$ cat src/rtl/dram_ilv_pkg.sv
package dram_ilv_pkg;
  typedef enum logic [2:0] {
    SEQ_IDLE,
    SEQ_PRE,
    SEQ_RAS,
    SEQ_COL,
    SEQ_CAS
  } seq_e;
endpackage

$ cat src/rtl/dram_addr_map.sv
module dram_addr_map #(
  parameter int MA_W = 10
) (
  input  logic [31:0]     addr_i,
  input  logic            single_i,
  output logic            bank_o,
  output logic [MA_W-1:0] row_o,
  output logic [MA_W-1:0] col_o
);
  localparam int OFS_TWO = 3;
  localparam int OFS_ONE = 2;

  always_comb begin
    if (single_i) begin
      // bit 2 becomes the lowest column bit
      bank_o = 1'b0;
      col_o  = addr_i[OFS_ONE +: MA_W];
      row_o  = addr_i[OFS_ONE+MA_W +: MA_W];
    end else begin
      bank_o = addr_i[2];
      col_o  = addr_i[OFS_TWO +: MA_W];
      row_o  = addr_i[OFS_TWO+MA_W +: MA_W];
    end
  end
endmodule

$ cat src/rtl/dram_pre_timer.sv
module dram_pre_timer #(
  parameter int NB      = 2,
  parameter int PRE_CYC = 2
) (
  input  logic          clk_i,
  input  logic          rst_ni,
  input  logic [NB-1:0] load_i,
  output logic [NB-1:0] soon_o,
  output logic [NB-1:0] zero_o
);
  localparam int CW = $clog2(PRE_CYC + 1);

  for (genvar g = 0; g < NB; g++) begin : g_bank
    logic [CW-1:0] cnt_q;

    always_ff @(posedge clk_i or negedge rst_ni) begin
      if (!rst_ni)           cnt_q <= '0;
      else if (load_i[g])    cnt_q <= CW'(PRE_CYC);
      else if (cnt_q != '0)  cnt_q <= cnt_q - 1'b1;
    end

    // soon: counter reaches zero by next cycle
    assign soon_o[g] = (cnt_q <= CW'(1));
    assign zero_o[g] = (cnt_q == '0);

    assert_load_expired_R7: assert property (@(posedge clk_i) disable iff (!rst_ni)
      load_i[g] |-> cnt_q == '0);
    assert_cnt_range_R7: assert property (@(posedge clk_i) disable iff (!rst_ni)
      cnt_q <= CW'(PRE_CYC));
  end
endmodule

$ cat src/rtl/dram_seq.sv
module dram_seq
  import dram_ilv_pkg::*;
(
  input  logic clk_i,
  input  logic rst_ni,
  input  logic start_i,
  input  logic pre_ok_i,
  output seq_e state_o,
  output logic ras_act_o,
  output logic mux_col_o,
  output logic cas_o,
  output logic rdy_o
);
  seq_e state_q, state_d;

  always_comb begin
    state_d = state_q;
    unique case (state_q)
      SEQ_IDLE: if (start_i) state_d = pre_ok_i ? SEQ_RAS : SEQ_PRE;
      SEQ_PRE:  if (pre_ok_i) state_d = SEQ_RAS;
      SEQ_RAS:  state_d = SEQ_COL;
      SEQ_COL:  state_d = SEQ_CAS;
      SEQ_CAS:  state_d = SEQ_IDLE;
      default:  state_d = SEQ_IDLE;
    endcase
  end

  always_ff @(posedge clk_i or negedge rst_ni) begin
    if (!rst_ni) state_q <= SEQ_IDLE;
    else         state_q <= state_d;
  end

  assign state_o   = state_q;
  assign ras_act_o = (state_q == SEQ_RAS) || (state_q == SEQ_COL) || (state_q == SEQ_CAS);
  assign mux_col_o = (state_q == SEQ_COL) || (state_q == SEQ_CAS);
  assign cas_o     = (state_q == SEQ_CAS);
  assign rdy_o     = (state_q == SEQ_CAS);

  assert_mux_after_ras_R2: assert property (@(posedge clk_i) disable iff (!rst_ni)
    $rose(mux_col_o) |-> $past(ras_act_o) && ras_act_o);
  assert_cas_after_mux_R2: assert property (@(posedge clk_i) disable iff (!rst_ni)
    $rose(cas_o) |-> $past(mux_col_o));
  assert_rdy_pulse_R2: assert property (@(posedge clk_i) disable iff (!rst_ni)
    rdy_o |=> !rdy_o);
  assert_ras_release_R6: assert property (@(posedge clk_i) disable iff (!rst_ni)
    cas_o |=> !ras_act_o && !cas_o);
endmodule

$ cat src/rtl/dram_ilv_ctrl.sv
module dram_ilv_ctrl
  import dram_ilv_pkg::*;
#(
  parameter int          MA_W    = 10,
  parameter int          PRE_CYC = 2,
  parameter logic [31:0] BASE    = 32'h4000_0000
) (
  input  logic            clk_i,
  input  logic            rst_ni,
  input  logic            single_bank_i,
  input  logic            req_i,
  input  logic            we_i,
  input  logic [31:0]     addr_i,
  output logic [1:0]      ras_n_o,
  output logic            cas_n_o,
  output logic            row_col_sel_o,
  output logic [MA_W-1:0] ma_o,
  output logic            we_n_o,
  output logic            rdy_o
);
  localparam int NB      = 2;
  localparam int DEC_LSB = 3 + 2 * MA_W;

  logic            bank_d, bank_q;
  logic [MA_W-1:0] row_d, col_d, row_q, col_q;
  logic            we_q;
  logic            hit, accept, pre_ok;
  logic [NB-1:0]   soon, zero, load;
  logic            ras_act, mux_col, cas_act, rdy;
  seq_e            state;

  assign hit    = (addr_i[31:DEC_LSB] == BASE[31:DEC_LSB]);
  assign accept = (state == SEQ_IDLE) && req_i && hit;

  dram_addr_map #(.MA_W(MA_W)) u_map (
    .addr_i   (addr_i),
    .single_i (single_bank_i),
    .bank_o   (bank_d),
    .row_o    (row_d),
    .col_o    (col_d)
  );

  always_ff @(posedge clk_i or negedge rst_ni) begin
    if (!rst_ni) begin
      bank_q <= 1'b0;
      row_q  <= '0;
      col_q  <= '0;
      we_q   <= 1'b0;
    end else if (accept) begin
      bank_q <= bank_d;
      row_q  <= row_d;
      col_q  <= col_d;
      we_q   <= we_i;
    end
  end

  // idle: incoming bank; stalled: latched bank
  assign pre_ok = (state == SEQ_IDLE) ? soon[bank_d] : soon[bank_q];
  assign load   = {cas_act && bank_q, cas_act && !bank_q};

  dram_pre_timer #(.NB(NB), .PRE_CYC(PRE_CYC)) u_pre (
    .clk_i  (clk_i),
    .rst_ni (rst_ni),
    .load_i (load),
    .soon_o (soon),
    .zero_o (zero)
  );

  dram_seq u_seq (
    .clk_i     (clk_i),
    .rst_ni    (rst_ni),
    .start_i   (req_i && hit),
    .pre_ok_i  (pre_ok),
    .state_o   (state),
    .ras_act_o (ras_act),
    .mux_col_o (mux_col),
    .cas_o     (cas_act),
    .rdy_o     (rdy)
  );

  assign ras_n_o[0]    = !(ras_act && (single_bank_i || !bank_q));
  assign ras_n_o[1]    = !(ras_act && (single_bank_i ||  bank_q));
  assign cas_n_o       = !cas_act;
  assign row_col_sel_o = mux_col;
  assign ma_o          = mux_col ? col_q : row_q;
  assign we_n_o        = !(ras_act && we_q);
  assign rdy_o         = rdy;

  assert_cs_miss_R9: assert property (@(posedge clk_i) disable iff (!rst_ni)
    (state == SEQ_IDLE) && req_i && !hit |=> ras_n_o == 2'b11 && cas_n_o && !rdy_o);
  assert_one_bank_R3: assert property (@(posedge clk_i) disable iff (!rst_ni)
    !single_bank_i |-> $countones(~ras_n_o) <= 1);
  assert_rdy_cas_R2: assert property (@(posedge clk_i) disable iff (!rst_ni)
    rdy_o |-> !cas_n_o && row_col_sel_o);

  for (genvar g = 0; g < NB; g++) begin : g_chk
    assert_ras_after_pre_R7: assert property (@(posedge clk_i) disable iff (!rst_ni)
      $fell(ras_n_o[g]) && (g == 0 || !single_bank_i) |-> zero[g]);
  end
endmodule

$ cat config.mk
export PLATFORM = sky130hd
export DESIGN_NAME = dram_ilv_ctrl
export DESIGN_NICKNAME = d
export VERILOG_FILES = /design/src/rtl/dram_ilv_pkg.sv /design/src/rtl/dram_addr_map.sv /design/src/rtl/dram_pre_timer.sv /design/src/rtl/dram_seq.sv /design/src/rtl/dram_ilv_ctrl.sv
export SDC_FILE = /design/constraint.sdc
export NUM_CORES = 1
export LEC_CHECK = 0
export CAP_MARGIN = 20
export CORE_ASPECT_RATIO = 0.7
export CORE_MARGIN = 2
export CORE_UTILIZATION = 40
export CTS_CLUSTER_DIAMETER = 150
export DETAILED_ROUTE_END_ITERATION = 10
export HOLD_SLACK_MARGIN = 0.03
export PLACE_DENSITY = 0.66
export SLEW_MARGIN = 0
export SYNTH_ARGS = -nofsm -noshare
export SYNTH_HDL_FRONTEND = slang
export SYNTH_SLANG_ARGS = --single-unit
$ cat constraint.sdc
create_clock -name clk_i -period 4.6 [get_ports clk_i]
set_input_delay 0.92 -clock clk_i [delete_from_list [all_inputs] [get_ports clk_i]]
set_output_delay 0.92 -clock clk_i [all_outputs]
set_load 0.01 [all_outputs]
Word level (Yosys, flattened, before mapping) --
Cells that the tools add are included.
Word-level totals: flip-flop bits (word level) 29, bits in latches 0, memory bits (writable) 0, bits in read-only memories 0, input bits 37, output and inout bits 16, word-level logic and storage cells 61, memories 0
Operators by class: add/subtract/negate cells 2, multipliers 0, div/mod/pow operators 0, $lt $le $gt $ge 4, equality and inequality tests 7, shift-type cells 0, multiplexer cells 17, bitwise logic cells 0, reductions and logical operators 24
Operators with widths (count):
- two-way mux 10 bit | 3
- one-hot mux 3 bit (4 select lines) | 1
- two-way mux 2 bit | 5
- equality test 9 x 8 -> 1 bit (second input constant) | 1
- logical AND 1 bit | 8
- nonzero test 2 bit | 4
- equality test 3 x 2 -> 1 bit (second input constant) | 2
- two-way mux 1 bit | 6
- two-way mux 3 bit | 2
- zero test 1 bit | 5
- logical OR 1 bit | 5
- less-or-equal comparator 2 x 1 -> 1 bit (second input constant) | 2
- < comparator 1 x 2 -> 1 bit (second input constant) | 2
- != test 2 x 1 -> 1 bit (second input constant) | 2
- subtractor 2 x 1 -> 2 bit (second input constant) | 2
- equality test 3 x 1 -> 1 bit (second input constant) | 1
- equality test 3 bit (second input constant) | 1
- zero test 3 bit | 1
- AND reduction 2 bit | 1

Depth between registers and ports, before layout --
word-level depth 7, gate-level depth with buffers 5, gate-level depth less buffers 5

Modules after synthesis --
Synthesis repeated with hierarchy kept, for this count alone.
Unflattened totals: cell total of the unflattened synthesis 135, area, all modules 1874.3 um^2
Modules (own cells, without submodules):
- dram_ilv_ctrl | instances 1, cells each 72, area each 1158.6 um^2, seq. area each 550.5 um^2
- dram_addr_map | instances 1, cells each 23, area each 325.3 um^2, seq. area each 0.0 um^2
- dram_pre_timer | instances 1, cells each 24, area each 242.7 um^2, seq. area each 100.1 um^2
- dram_seq | instances 1, cells each 16, area each 147.6 um^2, seq. area each 75.1 um^2

Least setup slack after synthesis --
OpenSTA, ideal clock, no wires.
kind register to output, start point register u_seq.state_q[1], in the netlist u_seq.state_o[1], end point output port ma_o[0], arrival 1.453 ns, required time 3.680 ns, slack 2.227 ns, stages on the path, launching flop included 5, buffers on the path 1, cell sequence dfrtp_1 nor3b_2 or2_1 buf_6 mux2_4
On the way: longest elaborated chain between the ends 3, elaborated cells on any way between the ends 4, classes of those cells eq/ne (2); mux (1); reduce/logical (1)
Ends and longest elaborated chain:
- from (decl) | line dram_seq.sv:14 | seq_e state_q, state_d;
- from (signal assigned) | line dram_seq.sv:30 | else state_q <= state_d;
- equality test 3 bit
- net rdy_o | line dram_ilv_ctrl.sv:19 | output logic rdy_o
- logical OR 1 bit | line dram_seq.sv:35 | assign mux_col_o = (state_q == SEQ_COL) || (state_q == SEQ_CAS);
- net row_col_sel_o | line dram_ilv_ctrl.sv:16 | output logic row_col_sel_o,
- two-way mux 10 bit | line dram_ilv_ctrl.sv:85 | assign ma_o = mux_col ? col_q : row_q;
- to (decl) | line dram_ilv_ctrl.sv:17 | output logic [MA_W-1:0] ma_o,
The timed path passes the listed nets, and every way through them passes these cells.

Final worst setup path --
start point register u_seq.state_q[2], in the netlist u_seq.state_o[2], end point output port ma_o[9]
On the way: longest elaborated chain between the ends 3, elaborated cells on any way between the ends 4, classes of those cells eq/ne (2); mux (1); reduce/logical (1)
Ends and longest elaborated chain (line):
- equality test 3 x 2 -> 1 bit or equality test 3 bit (tied branches) | dram_seq.sv:35
- logical OR 1 bit * | dram_seq.sv:35
- two-way mux 10 bit * | dram_ilv_ctrl.sv:85
Mark *: on every way between the ends. The rest lies on a longest branch, timed or not.

==> results.cfg <==
[die]
io_pins = 53
fp-row-count = 20
die_y_um = 60.3
coreArea_um2 = 4350
floorplan.initialDensity_pct = 41.6
die_area_um2 = 5090
die_w_um = 84.4

[flow_run]
max_cap_viol_count = 0

[timing]
hold_violations = 0
period_needed_ns = 3.51
fin_skew_ns = 0.00875
finalSetupViolations = 0
drv_slew = 0
holdWs_ns = 0.496
post-route-period-util_pct = 76.2
rsz0062_at_grt = no
fin_setup_tns_ns = 0
max_freq_mhz = 285
worst_pin_slew_ns = 0.695
maxSlewHeadroom_pct = 53.6

[clock_tree]
clkTransAtPathRegs_ns = 0.06
cts_sinks = 29
cts_resized = 0
cts_hold_buf = 0
cts_tree = yes
clockBufferDepth = 2
numCtsBuffers = 5
clk_latency_ns = 0.28
post_cts_buffers = 0
h-tree-depth = 2
cts_root_buf = clkbuf_8

[global_routing]
grt_use_total_pct = 15.4
grt_max_degree = 25
grt_overflow = 0
grt_pass1_wl_um = 5950
grt_pass1_vias = 1248
antenna_found_initial = 0

[yosys]
synth_seq_area_share_pct = 40.1
yosysTopAreaCell = dfrtp_1
synth_area_leaders = dfrtp_1 40%, mux2_4 23%, mux2_2 12%, mux2_1 3.7%, ha_1 2.8%
yosysWarnings = 0
yosysMostFrequentCell = dfrtp_1
synth.distinct_cells = 31
synthDominantCellAreaShare_pct = 40.1
ys_ff_latch = 29
synth_common_cells = 29 x dfrtp_1, 28 x mux2_4, 19 x mux2_2, 7 x inv_1, 6 x mux2_1
syn-cell-area_um2 = 1810
synth_nets = 174
syn_avg_cell_area_um2 = 13.6
syn_inst = 133
ys.flop_type = dfrtp_1
async_flop_share_pct = 100
synth_edf_count = 0

[worst_setup_path]
max_stage_delay_ns = 0.62
setup.worst_path.end_class = output port
path_max_fanout = 11
cp_slowest_cell = or2_1
critPathLaunchType = register
worstPathCellList = nor3b_2 -> or2_1 -> mux2_1 -> clkdlybuf4s50_1
path_class = register to output port
arrival_ns = 2.59
cp.required_ns = 3.68

[route]
vias_per_cell = 4.91
num_vias = 1194
first_iter_violations = 47
first_pass_iters = 4
wl_per_cell_um = 15.2
antenna_left = 0
wl_um = 3700
drc = 0

[placement]
gp_congestion = 0.845
io_buffers = 50
dpl_cell_area_um2 = 2330
dp_hpwl_um = 2770

[finish]
antenna_cells = 0
syn_to_final_growth_pct = 33.4
final_layout_size_suffix_gt1_share_pct = 31.9
final_area_um2 = 2410
final_util_pct = 55.5
nets = 228

[power]
vdd_drop_max_uv = 152
power_mw = 0.825
p_leak_nw = 1.07
power.density_nw_per_um2 = 342

[hold_path]
hp-class = register to register

[run_status]
outcome = complete, no violations
[placed cells by master (no fill, tap or decap), drive strengths merged, types with 2 or more instances in the layout]
master         synthesis  layout
a21oi                  2       2
buf                    4       3
clkbuf                 2       6
clkdlybuf4s50          0      50
clkinv                 0       2
dfrtp                 29      29
ha                     4       4
inv                    8       8
mux2                  53      53
mux2i                  2       2
nand2                  2       2
nand2b                 3       3
nor2b                  2       2
nor3b                  2       2
nor4                   2       2
o21ai                  5       5
o221ai                 3       3
xor2                   2       2
[state kept, by name, summed over array words and instances, names as in the netlist]
name                cells
we_q                    1
u_pre.g_bank.cnt_q      4
col_q                  10
row_q                  10
u_seq.state_o           3
bank_q                  1
[report_power, final]
| group | internal (mW) | leakage [nW] | switching (mW) |
|---|---|---|---|
| Sequential | 0.291 | 0.387 | 0.0309 |
| Combinational | 0.167 | 0.635 | 0.139 |
| Clock | 0.104 | 0.0450 | 0.0929 |
[area by class of cell]
cell class / count / area (um^2)
multi-input combinational: 90 / 985
clock buffer: 6 / 72.6
clock inverter: 2 / 10.0
sequential: 29 / 726
inverter: 8 / 30.0
tap: 55 / 68.8
fill: 367 / 1940
timing repair buffer: 53 / 523
[cells by family (layout without fill, tap and decap cells)]
| kind of cell | count (synthesis) | count (layout) | share of synthesized area (%) |
|---|---|---|---|
| and+or+nand+nor | 18 | 18 | 6.98 |
| xor gates and xnor gates | 2 | 2 | 0.968 |
| DFF | 29 | 29 | 40.1 |
| buffers and inverters | 14 | 69 | 5.53 |
| AOI/OAI and AO/OA | 11 | 11 | 3.80 |
| adders and majority gates | 4 | 4 | 2.76 |
| muxes | 55 | 55 | 39.9 |
[routing by layer]
| metal | vias up | share of wire (%) | global-route usage, % |
|---|---|---|---|
| li1 | 586 | - | - |
| met1 | 574 | 48 | 19.3 |
| met2 | 30 | 47 | 26.4 |
| met3 | 4 | 4.1 | 3.87 |
| met4 | 0 | 1.2 | 5.44 |
| met5 | - | 0 | 0 |
[worst paths after layout]
| kind | slack (ns) | start | cells after the start | to |
|---|---|---|---|---|
| worst max-delay path | 1.09 | u_seq.state_o[2] | 4 | ma_o[9] |
| worst min-delay path | 0.50 | col_q[9] | 1 | col_q[9] |
| worst max register to register | 2.79 | u_seq.state_o[0] | 4 | col_q[9] |
| worst min register to register | 0.50 | col_q[9] | 1 | col_q[9] |
| max in group asynchronous | 3.12 | rst_ni | 2 | col_q[9] |
| min in group asynchronous | 0.87 | rst_ni | 1 | col_q[1] |
[worst max-delay path: cells and delay by family (launching register included)]
kind / cells / cell delay (ns)
DFF: 1 / 0.42
and+or+nand+nor: 2 / 1.03
muxes: 1 / 0.38
buffers and inverters: 1 / 0.48
[through the flow]
step           worst slack (ns)  cells
3_3_place_gp               1.37    235
6_report                   1.09    243
3_5_place_dp               1.37    235
2_1_floorplan              2.23    133
5_1_grt                   0.982    243
4_1_cts                    1.05    243
No activity file was read; power rests on OpenSTA's default activity.
